`src/rtl/flash_cmd_pkg.sv`:
```
package flash_cmd_pkg;

  localparam int DATA_W = 8;

  localparam logic [DATA_W-1:0] CODE_KEY_A   = 8'hAA;
  localparam logic [DATA_W-1:0] CODE_KEY_B   = 8'h55;
  localparam logic [DATA_W-1:0] CODE_READ    = 8'hF0;
  localparam logic [DATA_W-1:0] CODE_IDENT   = 8'h90;
  localparam logic [DATA_W-1:0] CODE_PROG    = 8'hA0;
  localparam logic [DATA_W-1:0] CODE_ERSETUP = 8'h80;
  localparam logic [DATA_W-1:0] CODE_CHIP    = 8'h10;
  localparam logic [DATA_W-1:0] CODE_SECTOR  = 8'h30;

  typedef enum logic [2:0] {
    ST_IDLE,
    ST_KEY1,
    ST_CMD,
    ST_PDATA,
    ST_ESETUP,
    ST_EKEY1,
    ST_ECODE
  } seq_state_t;

endpackage

```
`src/rtl/fcd_reset_sync.sv`:
```
module fcd_reset_sync (
  input  logic clk,
  input  logic arst_n,
  output logic rst_n
);

  logic [1:0] sync_q;

  always_ff @(posedge clk or negedge arst_n) begin
    if (!arst_n) sync_q <= 2'b00;
    else         sync_q <= {sync_q[0], 1'b1};
  end

  assign rst_n = sync_q[1];

endmodule

```
`src/rtl/fcd_strobe_capture.sv`:
```
module fcd_strobe_capture
  import flash_cmd_pkg::*;
#(
  parameter int ADDR_W = 17
) (
  input  logic              clk,
  input  logic              rst_n,
  input  logic              we_n,
  input  logic [ADDR_W-1:0] addr,
  input  logic [DATA_W-1:0] wdata,
  output logic              wr_ev,
  output logic [ADDR_W-1:0] ev_addr,
  output logic [DATA_W-1:0] ev_data
);

  logic              we_q;
  logic              lat_en;
  logic [ADDR_W-1:0] addr_q;
  logic [DATA_W-1:0] data_q;

  // address and data are held while the strobe is low
  assign lat_en = ~we_n;

  always_ff @(posedge clk or negedge rst_n) begin
    if (!rst_n) we_q <= 1'b1;
    else        we_q <= we_n;
  end

  always_ff @(posedge clk or negedge rst_n) begin
    if (!rst_n) begin
      addr_q <= '0;
      data_q <= '0;
    end else if (lat_en) begin
      addr_q <= addr;
      data_q <= wdata;
    end
  end

  // rising edge of the write strobe
  assign wr_ev   = ~we_q & we_n;
  assign ev_addr = addr_q;
  assign ev_data = data_q;

  assert_ev_data_R2: assert property (@(posedge clk) disable iff (!rst_n)
    wr_ev |-> (ev_data == $past(wdata)) && (ev_addr == $past(addr)));

endmodule

```
`src/rtl/fcd_key_match.sv`:
```
module fcd_key_match #(
  parameter int KEY_W = 15
) (
  input  logic [KEY_W-1:0] key_addr,
  output logic             hit_first,
  output logic             hit_second
);

  localparam logic [KEY_W-1:0] KEY_ADDR_1 = KEY_W'(16'h5555);
  localparam logic [KEY_W-1:0] KEY_ADDR_2 = KEY_W'(16'h2AAA);

  assign hit_first  = (key_addr == KEY_ADDR_1);
  assign hit_second = (key_addr == KEY_ADDR_2);

endmodule

```
`src/rtl/fcd_cmd_fsm.sv`:
```
module fcd_cmd_fsm
  import flash_cmd_pkg::*;
#(
  parameter int ADDR_W = 17,
  parameter int SECT_W = 3
) (
  input  logic              clk,
  input  logic              rst_n,
  input  logic              wr_ev,
  input  logic [ADDR_W-1:0] ev_addr,
  input  logic [DATA_W-1:0] ev_data,
  input  logic              hit_first,
  input  logic              hit_second,
  input  logic              busy,
  output logic              prog_req,
  output logic [ADDR_W-1:0] prog_addr,
  output logic [DATA_W-1:0] prog_data,
  output logic              erase_req,
  output logic              erase_chip,
  output logic [SECT_W-1:0] erase_sector,
  output logic              autosel,
  output logic              reset_req
);

  seq_state_t        state_q, state_d;
  logic              take;
  logic              prog_fire, erase_fire, chip_sel, rst_fire, asel_set;
  logic              prog_q, erase_q, chip_q, rstr_q, asel_q;
  logic [ADDR_W-1:0] paddr_q;
  logic [DATA_W-1:0] pdata_q;
  logic [SECT_W-1:0] sect_q;

  assign take = wr_ev & ~busy;

  always_comb begin
    state_d    = state_q;
    prog_fire  = 1'b0;
    erase_fire = 1'b0;
    chip_sel   = 1'b0;
    rst_fire   = 1'b0;
    asel_set   = 1'b0;
    if (take) begin
      if (ev_data == CODE_READ && state_q != ST_PDATA) begin
        rst_fire = 1'b1;
        state_d  = ST_IDLE;
      end else begin
        state_d = ST_IDLE;
        unique case (state_q)
          ST_IDLE:   if (hit_first && ev_data == CODE_KEY_A) state_d = ST_KEY1;
          ST_KEY1:   if (hit_second && ev_data == CODE_KEY_B) state_d = ST_CMD;
          ST_CMD: begin
            if (hit_first) begin
              if (ev_data == CODE_IDENT)   asel_set = 1'b1;
              if (ev_data == CODE_PROG)    state_d  = ST_PDATA;
              if (ev_data == CODE_ERSETUP) state_d  = ST_ESETUP;
            end
          end
          ST_PDATA:  prog_fire = 1'b1;
          ST_ESETUP: if (hit_first && ev_data == CODE_KEY_A) state_d = ST_EKEY1;
          ST_EKEY1:  if (hit_second && ev_data == CODE_KEY_B) state_d = ST_ECODE;
          ST_ECODE: begin
            if (hit_first && ev_data == CODE_CHIP) begin
              erase_fire = 1'b1;
              chip_sel   = 1'b1;
            end else if (ev_data == CODE_SECTOR) begin
              erase_fire = 1'b1;
            end
          end
          default:   state_d = ST_IDLE;
        endcase
      end
    end
  end

  always_ff @(posedge clk or negedge rst_n) begin
    if (!rst_n) state_q <= ST_IDLE;
    else        state_q <= state_d;
  end

  always_ff @(posedge clk or negedge rst_n) begin
    if (!rst_n) begin
      prog_q  <= 1'b0;
      erase_q <= 1'b0;
      rstr_q  <= 1'b0;
    end else begin
      prog_q  <= prog_fire;
      erase_q <= erase_fire;
      rstr_q  <= rst_fire;
    end
  end

  always_ff @(posedge clk or negedge rst_n) begin
    if (!rst_n) begin
      paddr_q <= '0;
      pdata_q <= '0;
    end else if (prog_fire) begin
      paddr_q <= ev_addr;
      pdata_q <= ev_data;
    end
  end

  always_ff @(posedge clk or negedge rst_n) begin
    if (!rst_n) begin
      chip_q <= 1'b0;
      sect_q <= '0;
    end else if (erase_fire) begin
      chip_q <= chip_sel;
      sect_q <= ev_addr[ADDR_W-1 -: SECT_W];
    end
  end

  always_ff @(posedge clk or negedge rst_n) begin
    if (!rst_n)        asel_q <= 1'b0;
    else if (rst_fire) asel_q <= 1'b0;
    else if (asel_set) asel_q <= 1'b1;
  end

  assign prog_req     = prog_q;
  assign prog_addr    = paddr_q;
  assign prog_data    = pdata_q;
  assign erase_req    = erase_q;
  assign erase_chip   = chip_q;
  assign erase_sector = sect_q;
  assign autosel      = asel_q;
  assign reset_req    = rstr_q;

  assert_req_onehot_R11: assert property (@(posedge clk) disable iff (!rst_n)
    $onehot0({prog_req, erase_req, reset_req}));

  assert_prog_pulse_R11: assert property (@(posedge clk) disable iff (!rst_n)
    prog_req |=> !prog_req);

  assert_erase_pulse_R11: assert property (@(posedge clk) disable iff (!rst_n)
    erase_req |=> !erase_req);

  assert_req_after_write_R2: assert property (@(posedge clk) disable iff (!rst_n)
    (prog_req || erase_req || reset_req) |-> $past(wr_ev));

  assert_busy_blocks_R10: assert property (@(posedge clk) disable iff (!rst_n)
    (prog_req || erase_req) |-> !$past(busy));

  assert_asel_clear_R4: assert property (@(posedge clk) disable iff (!rst_n)
    $fell(autosel) |-> reset_req);

endmodule

```
`src/rtl/flash_cmd_decoder.sv`:
```
module flash_cmd_decoder
  import flash_cmd_pkg::*;
#(
  parameter int ADDR_W = 17,
  parameter int KEY_W  = 15,
  parameter int SECT_W = 3
) (
  input  logic              clk,
  input  logic              arst_n,
  input  logic              we_n,
  input  logic [ADDR_W-1:0] addr,
  input  logic [DATA_W-1:0] wdata,
  input  logic              busy,
  output logic              prog_req,
  output logic [ADDR_W-1:0] prog_addr,
  output logic [DATA_W-1:0] prog_data,
  output logic              erase_req,
  output logic              erase_chip,
  output logic [SECT_W-1:0] erase_sector,
  output logic              autosel,
  output logic              reset_req
);

  logic              rst_n;
  logic              wr_ev;
  logic [ADDR_W-1:0] ev_addr;
  logic [DATA_W-1:0] ev_data;
  logic              hit_first, hit_second;

  fcd_reset_sync i_rst (
    .clk    (clk),
    .arst_n (arst_n),
    .rst_n  (rst_n)
  );

  fcd_strobe_capture #(.ADDR_W(ADDR_W)) i_cap (
    .clk     (clk),
    .rst_n   (rst_n),
    .we_n    (we_n),
    .addr    (addr),
    .wdata   (wdata),
    .wr_ev   (wr_ev),
    .ev_addr (ev_addr),
    .ev_data (ev_data)
  );

  fcd_key_match #(.KEY_W(KEY_W)) i_key (
    .key_addr   (ev_addr[KEY_W-1:0]),
    .hit_first  (hit_first),
    .hit_second (hit_second)
  );

  fcd_cmd_fsm #(.ADDR_W(ADDR_W), .SECT_W(SECT_W)) i_fsm (
    .clk          (clk),
    .rst_n        (rst_n),
    .wr_ev        (wr_ev),
    .ev_addr      (ev_addr),
    .ev_data      (ev_data),
    .hit_first    (hit_first),
    .hit_second   (hit_second),
    .busy         (busy),
    .prog_req     (prog_req),
    .prog_addr    (prog_addr),
    .prog_data    (prog_data),
    .erase_req    (erase_req),
    .erase_chip   (erase_chip),
    .erase_sector (erase_sector),
    .autosel      (autosel),
    .reset_req    (reset_req)
  );

endmodule

```
`config.mk`:
```
export PLATFORM = sky130hd
export DESIGN_NAME = flash_cmd_decoder
export DESIGN_NICKNAME = d
export VERILOG_FILES = /design/src/rtl/flash_cmd_pkg.sv /design/src/rtl/fcd_reset_sync.sv /design/src/rtl/fcd_strobe_capture.sv /design/src/rtl/fcd_key_match.sv /design/src/rtl/fcd_cmd_fsm.sv /design/src/rtl/flash_cmd_decoder.sv
export SDC_FILE = /design/constraint.sdc
export NUM_CORES = 1
export LEC_CHECK = 0
export ABC_AREA = 1
export CAP_MARGIN = 5
export CORE_MARGIN = 8
export CORE_UTILIZATION = 35
export DETAILED_ROUTE_END_ITERATION = 6
export GPL_TIMING_DRIVEN = 0
export HOLD_SLACK_MARGIN = 0.05
export PLACE_DENSITY = 0.68
export SYNTH_ARGS = -nofsm -noshare
export SYNTH_HDL_FRONTEND = slang
export SYNTH_SLANG_ARGS = --single-unit
```
`constraint.sdc`:
```
create_clock -name clk -period 4.3 [get_ports clk]
set_input_delay 1.29 -clock clk [delete_from_list [all_inputs] [get_ports clk]]
set_output_delay 1.29 -clock clk [all_outputs]
set_load 0.005 [all_outputs]
```
==> metrics.md, run 1 <==
| Metric | Value |
|---|---|
| Run status | `completed` |
| Gr ovfl total | `0` |
| First element of the critical path | `we_n` |
| Top Ports | `62` |
| Initial standard-cell utilization of the core | `0.356` |
| Floorplan core area | `8130 µm²` |
| CTS tree | `done` |
| Cell Area, Placed | `3660 µm²` |
| Buffers inserted by post-CTS timing repair | `0` |
| Setup-failing EPs final | `0` |
| Library cell contributing the largest single delay on the critical path | `sky130_fd_sc_hd__clkdlybuf4s50_1` |
| Die Height | `107 µm` |
| Cell Chain, Critical Path | `clkdlybuf4s50_1 -> inv_2 -> nor3_4 -> inv_2 -> nor2_4 -> inv_2 -> clkbuf_1 -> o21ai_0` |
| Synth top cells by count | `116 x sky130_fd_sc_hd__nand2_1, 63 x sky130_fd_sc_hd__dfrtp_1, 44 x sky130_fd_sc_hd__nor2_1, 39 x sky130_fd_sc_hd__o21ai_0, 38 x sky130_fd_sc_hd__inv_1` |
| Post-synthesis cell type count | `22` |
| Main area contributors after synthesis | `sky130_fd_sc_hd__dfrtp_1 54%, sky130_fd_sc_hd__nand2_1 15%, sky130_fd_sc_hd__o21ai_0 6.7%` |
| Post-cts gate resize count | `0` |
| Multi-input gate area | `1080 µm²` |
| Dominant cell type by count on the critical path | `sky130_fd_sc_hd__inv_2` |
| Number of buffers and inverters on the critical path | `5` |
| Clock-pin slew of the registers on the worst-case setup and hold paths | `70 ps` |
| Nets in the synthesized netlist | `389` |
| DRC Markers | `0` |
| Worst Clk Skew | `8.54 ps` |
| Count of inserted antenna diode cells | `0` |
| First drt pass iteration count | `4` |
| Max transition margin | `0.579` |
| Worst-Margin Slew | `632 ps` |
| Antenna violations before repair | `0` |
| Clock sink count | `64` |
| Share of the yosys chip area belonging to registers | `0.554` |
| Vias per inst | `4.70` |
| Critical-path maximum fanout | `10` |
| Cell area after layout | `3850 µm²` |
| Final #Nets | `462` |
| Worst IR drop on VDD | `0.000141 V` |
| Crit Path Class | `in2reg` |
| Portion of synthesized cell area occupied by the leading cell type | `0.545` |
| Power Density | `343 nW/µm²` |
| Static power due to leakage | `1.80 nW` |
| Last weighted congestion value of the routability-driven placer | `0.898` |
| Root Buffer | `sky130_fd_sc_hd__clkbuf_8` |
| Synth warn | `0` |
| Number of core rows | `33` |
| Period minus WS final | `2730 ps` |
| Signed area change from the synthesized netlist to the final layout | `33.0%` |
| Later-pin clock latency in the skew report | `340 ps` |
| Port-buffer cells | `61` |
| Hold buffer count at cts | `0` |
| Period utilization | `0.635` |
| Upper clock frequency limit | `0.367 GHz` |
| Global routing usage summed across all routing layers | `0.137` |
| Largest net degree at the start of global routing | `37` |
| Arrival time of the worst setup path | `2980 ps` |
| Most frequently used flop master after synthesis | `sky130_fd_sc_hd__dfrtp_1` |
| Origin of the critical flop-to-flop path | `i_cap.we_q` |
| Count of placed standard cells including taps | `527` |
| Vias in the first global route | `2649` |
| Avg WL per Cell | `13.4 µm` |
| Fin util | `0.473` |
| Non-filler instance count after layout | `543` |
| Path class of the lowest-slack min-delay path | `reg2async` |
| Number of cells produced by synthesis | `360` |
| Total power consumption of the routed design | `1.32 mW` |
| Maximum number of buffers from clock root to sink | `2` |
| Aggregate routed wire length | `7270 µm` |
| # fillers | `782` |
| Most instantiated library cell after synthesis | `sky130_fd_sc_hd__nand2_1` |
| Die Wd | `107 µm` |
| RSZ-0062 raised after global routing | `false` |
| Cell family with the largest share of critical-path delay | `buffers and inverters` |
| Detail Route Antenna Nets | `0` |
| Synthesized area divided by synthesized cell count | `8.04 µm²` |
| Library cell occupying the most area in the post-synthesis netlist | `sky130_fd_sc_hd__dfrtp_1` |
| Share of layout cells above drive strength 1 | `0.0685` |
| Count of final max-slew check failures | `0` |
| Delay of the slowest cell on the worst path | `520 ps` |
| Synthesis-stage register bit count | `64` |
| First-pass GRT wire length | `12500 µm` |
| DPL Wire Length | `5650 µm` |
| FF/Latch Area | `1600 µm²` |
| TritonCTS buffer count | `9` |
| Type of element launching the critical path | `primary input` |
| Routed via count | `2554` |
| Number of enable flip-flop cells after synthesis | `0` |
| Data required time of the critical path | `4550 ps` |
| Count of routing violations after the opening detailed-route iteration | `167` |
| CTS HTree Levels | `3` |
| TNS Setup | `0 ps` |
| Die Outline Area | `11400 µm²` |
| MaxCap Viol Count | `0` |
| Final Hold Vio Count | `0` |
| Mapped Area | `2890 µm²` |
| Share of async-settable or async-resettable flops after synthesis | `1.00` |
| Endpoint kind of the worst setup timing path | `flop` |
-- metal layers --
metal  share of wire  global-route usage  vias up
li1                -                   -     1273
met1            0.47               0.168     1207
met2            0.46               0.216       68
met3           0.062              0.0480        6
met4           0.010              0.0492        0
met5               0                   0        -
-- path summary, 6_finish.rpt --
path / endpoint / slack [ps] / cells after the start
max: i_fsm.prog_data[0] / 1570 / 8
min in group clk: i_rst.sync_q[1] / 350 / 0
min: i_fsm.erase_sector[1] / 290 / 0
max reg2reg: i_fsm.prog_data[0] / 2720 / 6
max in group asynchronous: i_rst.sync_q[1] / 3070 / 1
min reg2reg: i_fsm.erase_sector[1] / 290 / 0
-- cell families after synthesis --
kind of cell / Yosys count / share of synthesized area
buf+inv: 51 / 0.0722
compound gates: 50 / 0.0930
simple gates: 194 / 0.279
other cells: 1 / 0.00130
flops: 64 / 0.554
-- power by group --
part	leakage (nW)	switching, mW	total, mW	internal [mW]
Combinational	0.900	0.0795	0.150	0.0708
Sequential	0.810	0.0309	0.668	0.637
Clock	0.0936	0.219	0.502	0.283
-- stage by stage --
stage	worst slack (ps)	hold slack [ps]
floorplan	2010	331
global placement	1260	336
detailed placement	1230	312
CTS	1580	318
global route	1430	346
finish	1570	293
-- area by class of cell --
class | count | share of cell area
repair buffers | 62 | 0.164
inverters | 41 | 0.0400
clock buffers | 13 | 0.0387
flip-flops and latches | 64 | 0.417
well taps | 105 | 0.0341
plain buffers | 10 | 0.0143
clock inverters | 3 | 0.0111
multi-input cells | 245 | 0.281
-- flip-flops by register name, summed over array words and instances (netlist names) --
name and flops:
i_cap.ev_addr 17, i_fsm.prog_addr 17, i_cap.ev_data 8, i_fsm.prog_data 8, i_fsm.erase_sector 3, i_fsm.state_q 3, i_rst.sync_q 2, i_cap.we_q 1
i_fsm.autosel 1, i_fsm.erase_chip 1, i_fsm.erase_req 1, i_fsm.prog_req 1, i_fsm.reset_req 1
-- placed cells by master, fill, tap and decap left out --
cell type,synthesis,final
sky130_fd_sc_hd__nor3_1,2,2
sky130_fd_sc_hd__nor2b_1,1,1
sky130_fd_sc_hd__clkbuf_8,0,10
sky130_fd_sc_hd__nor2_4,1,1
sky130_fd_sc_hd__nand4_1,9,9
sky130_fd_sc_hd__nand3b_1,3,3
sky130_fd_sc_hd__nand2_1,116,116
sky130_fd_sc_hd__inv_2,3,3
sky130_fd_sc_hd__inv_1,38,38
sky130_fd_sc_hd__bufinv_16,0,1
sky130_fd_sc_hd__clkbuf_1,6,9
sky130_fd_sc_hd__dfrtp_1,63,62
sky130_fd_sc_hd__clkbuf_2,1,1
sky130_fd_sc_hd__buf_12,0,1
sky130_fd_sc_hd__nor3_4,1,1
sky130_fd_sc_hd__nand3_1,17,17
sky130_fd_sc_hd__nor2_1,44,44
sky130_fd_sc_hd__o21ai_1,5,5
sky130_fd_sc_hd__o21ai_2,5,5
sky130_fd_sc_hd__conb_1,1,1
sky130_fd_sc_hd__dfrtp_2,0,1
sky130_fd_sc_hd__clkinvlp_4,0,1
sky130_fd_sc_hd__buf_6,2,2
sky130_fd_sc_hd__clkdlybuf4s50_1,0,61
sky130_fd_sc_hd__o21ai_0,39,39
sky130_fd_sc_hd__buf_2,1,1
sky130_fd_sc_hd__clkinv_2,0,1
sky130_fd_sc_hd__a21oi_1,1,1
sky130_fd_sc_hd__dfstp_2,1,1
No activity file was read; power rests on OpenSTA's default activity.
==> inputs of run 2 (changes only) <==
- PLACE_DENSITY: 0.68 -> 0.7
- clock period: 4.3 -> 2.35 ns (I/O delays scaled with it)
==> metrics.md, run 2 (same netlist as run 1, synthesis figures left out) <==
| Metric | Value |
|---|---|
| Run status | `completed` |
| FF/Latch Area | `1600 µm² (unchanged)` |
| Final Hold Vio Count | `0 (unchanged)` |
| Largest net degree at the start of global routing | `37 (unchanged)` |
| Worst-Margin Slew | `609 ps (-22.8 ps)` |
| Delay of the slowest cell on the worst path | `520 ps (about the same)` |
| Later-pin clock latency in the skew report | `340 ps (about the same)` |
| Register-to-Register Path Depth | `6 (unchanged)` |
| Floorplan core area | `8130 µm² (unchanged)` |
| CTS HTree Levels | `3 (unchanged)` |
| Last weighted congestion value of the routability-driven placer | `0.906 (+0.96%)` |
| Portion of total power attributed to sequential cells | `0.483 (-0.023)` |
| Share of layout cells above drive strength 1 | `0.0685 (unchanged)` |
| Root Buffer | `sky130_fd_sc_hd__clkbuf_8` |
| Internal Power | `1.92 mW (+94%)` |
| Detail Route Antenna Nets | `0 (unchanged)` |
| Switching pwr | `0.610 mW (+85%)` |
| RSZ-0062 raised after global routing | `false` |
| Buffers inserted by post-CTS timing repair | `0 (unchanged)` |
| Count of inserted antenna diode cells | `0 (unchanged)` |
| Clock-pin slew of the registers on the worst-case setup and hold paths | `70 ps (about the same)` |
| First drt pass iteration count | `4 (unchanged)` |
| Total power consumption of the routed design | `2.53 mW (+92%)` |
| Gr ovfl total | `0 (unchanged)` |
| Cell Area, Placed | `3660 µm² (unchanged)` |
| Count of routing violations after the opening detailed-route iteration | `204 (+22%)` |
| Path class of the lowest-slack min-delay path | `reg2async` |
| Hold buffer count at cts | `0 (unchanged)` |
| Antenna violations before repair | `0 (unchanged)` |
| CTS tree | `done` |
| Worst IR drop on VDD | `0.000277 V (+97%)` |
| Maximum number of buffers from clock root to sink | `2 (unchanged)` |
| Dominant cell type by count on the critical path | `sky130_fd_sc_hd__inv_2` |
| Pre-CTS setup slack | `-121 ps (-1350 ps)` |
| Vias in the first global route | `2673 (+0.91%)` |
| Power Density | `654 nW/µm² (+91%)` |
| Clock sink count | `64 (unchanged)` |
| Non-filler instance count after layout | `543 (unchanged)` |
| Count of final max-slew check failures | `0 (unchanged)` |
| Die Wd | `107 µm (unchanged)` |
| Highest-count cells in the layout ignoring fill and taps | `116 x sky130_fd_sc_hd__nand2_1, 62 x sky130_fd_sc_hd__dfrtp_1, 61 x sky130_fd_sc_hd__clkdlybuf4s50_1` |
| Aggregate routed wire length | `7430 µm (+2.1%)` |
| Power share of the clock group | `0.407 (+0.027)` |
| Most frequent standard cell in the layout excluding fill and tap cells | `sky130_fd_sc_hd__nand2_1` |
| Critical-path maximum fanout | `10 (unchanged)` |
| TNS Setup | `0 ps (unchanged)` |
| Post-cts gate resize count | `0 (unchanged)` |
| Reg-to-reg critical path endpoint | `i_fsm.prog_addr[11]` |
| TritonCTS buffer count | `9 (unchanged)` |
| Global routing usage summed across all routing layers | `0.139 (+0.00255)` |
| Vias per inst | `4.82 (+2.4%)` |
| Top Ports | `62 (unchanged)` |
| DRC Markers | `0 (unchanged)` |
| Max transition margin | `0.594 (+0.0152)` |
| Combinational fraction of design power | `0.110 (-0.004)` |
| Crit Path Class | `in2reg` |
| Avg WL per Cell | `13.7 µm (+2.1%)` |
| Die Height | `107 µm (unchanged)` |
| First-pass GRT wire length | `12600 µm (+0.94%)` |
| Arrival time of the worst setup path | `2380 ps (-600 ps)` |
| Routed via count | `2615 (+2.4%)` |
| Period utilization | `0.907` |
| Port-buffer cells | `61 (unchanged)` |
| Worst Clk Skew | `5.46 ps (-3.08 ps)` |
| MaxCap Viol Count | `0 (unchanged)` |
| Setup slack of the worst register-to-register path | `760 ps (-1960 ps)` |
| Cell Chain, Critical Path | `clkdlybuf4s50_1 -> inv_2 -> nor3_4 -> inv_2 -> nor2_4 -> inv_2 -> clkbuf_1 -> o21ai_0` |
| Number of core rows | `33 (unchanged)` |
| Cell area after layout | `3870 µm² (+0.59%)` |
| Cell family with the largest share of critical-path delay | `buffers and inverters` |
| Library cell contributing the largest single delay on the critical path | `sky130_fd_sc_hd__clkdlybuf4s50_1` |
| Period minus WS final | `2130 ps` |
| Initial standard-cell utilization of the core | `0.356 (unchanged)` |
| Switch share | `0.241 (-0.00837)` |
| Static power due to leakage | `1.82 nW (+0.78%)` |
| Number of buffers and inverters on the critical path | `5 (unchanged)` |
| Setup-failing EPs final | `0 (unchanged)` |
| Die Outline Area | `11400 µm² (unchanged)` |
| Origin of the critical flop-to-flop path | `i_cap.we_q` |
| Signed area change from the synthesized netlist to the final layout | `33.8%` |
| Multi-input gate area | `1080 µm² (unchanged)` |
| Endpoint kind of the worst setup timing path | `flop` |
| Count of placed standard cells including taps | `527 (unchanged)` |
| # fillers | `770 (-1.5%)` |
| Type of element launching the critical path | `primary input` |
| Final #Nets | `462 (unchanged)` |
| Upper clock frequency limit | `0.469 GHz` |
| Data required time of the critical path | `2600 ps (-1950 ps)` |
| DPL Wire Length | `5710 µm (+1.0%)` |
| PnR worst setup slack | `218 ps (-1350 ps)` |
run 2: changes by cell type in the layout (fill, tap and decap cells not counted):
cell / previous run / this run
sky130_fd_sc_hd__clkinvlp_4: 1 / 0
sky130_fd_sc_hd__bufinv_16: 1 / 2
run 2: per-layer routing:
metal,global-route usage,up-vias,wire (µm)
met5,0,-,0
met2,0.218,100,3380
li1,-,1272,-
met3,0.0432,13,458
met1,0.173,1230,3420
met4,0.0593,0,167
run 2: worst max-delay path by stage:
| stage | start | to | cells after the start | slack, ps |
|---|---|---|---|---|
| 2_1_floorplan | i_rst.sync_q[1] | i_cap.ev_addr[0] | 0 | 440 |
| 3_3_place_gp | i_rst.sync_q[1] | i_fsm.prog_addr[6] | 0 | -210 |
| 3_5_place_dp | we_n | i_fsm.prog_addr[11] | 8 | -120 |
| 4_1_cts | we_n | i_fsm.prog_addr[11] | 8 | 230 |
| 5_1_grt | we_n | i_fsm.prog_addr[13] | 8 | 60 |
| 6_report | we_n | i_fsm.prog_addr[11] | 8 | 220 |
run 2: layout make-up:
| type | instances | share of cell area |
|---|---|---|
| flip-flops and latches | 64 | 0.414 |
| multi-input cells | 245 | 0.279 |
| repair buffers | 62 | 0.163 |
| inverters | 41 | 0.0398 |
| clock buffers | 13 | 0.0385 |
| well taps | 105 | 0.0339 |
| clock inverters | 3 | 0.0168 |
| plain buffers | 10 | 0.0142 |
run 2: worst reg2reg max path, stage by stage (launching register included):
cell and delay, ps:
sky130_fd_sc_hd__dfstp_2 380, sky130_fd_sc_hd__nor3_4 330, sky130_fd_sc_hd__inv_2 120, sky130_fd_sc_hd__nor2_4 140, sky130_fd_sc_hd__inv_2 80, sky130_fd_sc_hd__clkbuf_1 230, sky130_fd_sc_hd__o21ai_0 220
run 2: stage by stage:
stage	util	hold WS, ps
CTS	0.476	319
detailed placement	0.449	315
global route	0.476	344
finish	0.476	287
floorplan	-	331
global placement	0.447	336
run 2: power groups by stage:
| stage | Sequential [mW] | Combinational [mW] | Clock (mW) |
|---|---|---|---|
| floorplan | 1.24 | 0.127 | 0 |
| global placement | 1.25 | 0.257 | 0 |
| detailed placement | 1.24 | 0.279 | 0 |
| CTS | 1.22 | 0.280 | 1.06 |
| global route | 1.23 | 0.315 | 1.10 |
| finish | 1.22 | 0.278 | 1.03 |
==> inputs of run 3 (changes only) <==
- CORE_UTILIZATION: 35 -> 44
- PLACE_DENSITY: 0.7 -> 0.82
==> metrics.md, run 3 (same netlist as run 1, synthesis figures left out) <==
| Metric | Value |
|---|---|
| TNS Setup | `0 ps (unchanged)` |
| Buffers inserted by post-CTS timing repair | `0 (unchanged)` |
| Period utilization | `0.903 (-0.00428)` |
| Critical-path maximum fanout | `10 (unchanged)` |
| Antenna violations before repair | `0 (unchanged)` |
| CTS tree | `done` |
| Final #Nets | `462 (unchanged)` |
| Static power due to leakage | `1.80 nW (-1.0%)` |
| Initial standard-cell utilization of the core | `0.456 (+0.0999)` |
| Later-pin clock latency in the skew report | `340 ps (about the same)` |
| Die Wd | `97.1 µm (-9.2%)` |
| Non-filler instance count after layout | `515 (-5.2%)` |
| Endpoint kind of the worst setup timing path | `flop` |
| Register-to-Register Path Depth | `6 (unchanged)` |
| Maximum number of buffers from clock root to sink | `2 (unchanged)` |
| Post-cts gate resize count | `0 (unchanged)` |
| DPL Wire Length | `5610 µm (-1.7%)` |
| Vias in the first global route | `2777 (+3.9%)` |
| Most frequent standard cell in the layout excluding fill and tap cells | `sky130_fd_sc_hd__nand2_1` |
| Number of core rows | `29 (-12%)` |
| Aggregate routed wire length | `7280 µm (-2.1%)` |
| Worst Clk Skew | `8.07 ps (+2.61 ps)` |
| Avg WL per Cell | `14.1 µm (+3.3%)` |
| Routed via count | `2591 (-0.92%)` |
| Count of routing violations after the opening detailed-route iteration | `115 (-44%)` |
| Worst IR drop on VDD | `0.000521 V (+88%)` |
| Clock sink count | `64 (unchanged)` |
| DRC Markers | `0 (unchanged)` |
| Power Density | `618 nW/µm² (-5.6%)` |
| Top Ports | `62 (unchanged)` |
| RSZ-0062 raised after global routing | `false` |
| Upper clock frequency limit | `0.471 GHz (+0.47%)` |
| Floorplan core area | `6350 µm² (-22%)` |
| MaxCap Viol Count | `0 (unchanged)` |
| Final Hold Vio Count | `0 (unchanged)` |
| Data required time of the critical path | `2600 ps (about the same)` |
| Count of final max-slew check failures | `0 (unchanged)` |
| First drt pass iteration count | `4 (unchanged)` |
| Die Outline Area | `9430 µm² (-18%)` |
| TritonCTS buffer count | `9 (unchanged)` |
| Highest-count cells in the layout ignoring fill and taps | `116 x sky130_fd_sc_hd__nand2_1, 62 x sky130_fd_sc_hd__dfrtp_1, 61 x sky130_fd_sc_hd__clkdlybuf4s50_1` |
| CTS HTree Levels | `3 (unchanged)` |
| Vias per inst | `5.03 (+4.5%)` |
| Signed area change from the synthesized netlist to the final layout | `31.3%` |
| Last weighted congestion value of the routability-driven placer | `0.841 (-7.2%)` |
| Port-buffer cells | `61 (unchanged)` |
| Count of inserted antenna diode cells | `0 (unchanged)` |
| Fin util | `0.598 (+0.122)` |
| Max transition margin | `0.583 (-0.0111)` |
| Hold buffer count at cts | `0 (unchanged)` |
| Worst-Margin Slew | `626 ps (+16.6 ps)` |
| Setup slack of the worst register-to-register path | `780 ps (+20 ps)` |
| Detail Route Antenna Nets | `0 (unchanged)` |
| Period minus WS final | `2120 ps (-10.1 ps)` |
| Gr ovfl total | `0 (unchanged)` |
| Largest net degree at the start of global routing | `36 (-2.7%)` |
| Share of layout cells above drive strength 1 | `0.0708 (+0.00228)` |
| Die Height | `97.1 µm (-9.2%)` |
| First-pass GRT wire length | `12700 µm (+1.1%)` |
| Root Buffer | `sky130_fd_sc_hd__clkbuf_8` |
| Arrival time of the worst setup path | `2370 ps (about the same)` |
| Type of element launching the critical path | `primary input` |
| Clock-pin slew of the registers on the worst-case setup and hold paths | `70 ps (about the same)` |
| Total power consumption of the routed design | `2.34 mW (-7.4%)` |
| Run status | `completed` |
| Path class of the lowest-slack min-delay path | `reg2async` |
| Count of placed standard cells including taps | `499 (-5.3%)` |
| Crit Path Class | `in2reg` |
| Global routing usage summed across all routing layers | `0.164 (+0.0248)` |
| Setup-failing EPs final | `0 (unchanged)` |
## run 3: cell types whose count changed in the layout (fill, tap and decap cells not counted)
cell                         previous run  this run
sky130_fd_sc_hd__bufinv_16              2         0
sky130_fd_sc_hd__clkbuf_1               9         8
sky130_fd_sc_hd__clkbuf_8              10        11
sky130_fd_sc_hd__clkinv_2               1         2
sky130_fd_sc_hd__clkinvlp_4             0         1
## run 3: layer usage
metal | part of all wire | vias to the layer above | global-route usage
met3 | 0.064 | 13 | 0.0512
met5 | 0 | - | 0
met1 | 0.45 | 1220 | 0.203
met4 | 0.024 | 0 | 0.0734
li1 | - | 1273 | -
met2 | 0.46 | 85 | 0.256
## run 3: power by group
group | leakage, nW | internal [mW] | switching (mW)
registers | 0.810 | 1.17 | 0.0565
clock network | 0.0894 | 0.438 | 0.408
logic | 0.900 | 0.130 | 0.147
## run 3: area by class of cell
class	count	area, µm²
sequential	64	1600
fill	561	2550
clock inverter	3	17.5
inverter	41	154
buffer	10	55.1
tap	77	96.3
multi-input combinational	245	1080
clock buffer	13	159
timing repair buffer	62	631
## run 3: through the flow
| stage | cell area (µm²) | worst slack (ps) | hold WS, ps |
|---|---|---|---|
| floorplan | 2890 | 438 | 331 |
| global placement | 3600 | -169 | 336 |
| detailed placement | 3620 | -112 | 309 |
| CTS | 3800 | 224 | 316 |
| global route | 3800 | 105 | 355 |
| finish | 3800 | 228 | 286 |
## run 3: critical path, cell delays in order
cell and delay, ps:
sky130_fd_sc_hd__clkdlybuf4s50_1 510, sky130_fd_sc_hd__inv_2 90, sky130_fd_sc_hd__nor3_4 270, sky130_fd_sc_hd__inv_2 120
sky130_fd_sc_hd__nor2_4 140, sky130_fd_sc_hd__inv_2 70, sky130_fd_sc_hd__clkbuf_1 220, sky130_fd_sc_hd__o21ai_0 230
## run 3: final timing paths
path / start / to
setup / recovery: we_n / i_fsm.prog_data[0]
hold / removal: i_rst.sync_q[1] / i_fsm.erase_sector[0]
setup reg to reg: i_cap.we_q / i_fsm.prog_data[0]
hold reg to reg: i_rst.sync_q[1] / i_fsm.erase_sector[0]
max in group asynchronous: i_rst.sync_q[1] / i_cap.we_q
min in group clk: i_rst.sync_q[0] / i_rst.sync_q[1]
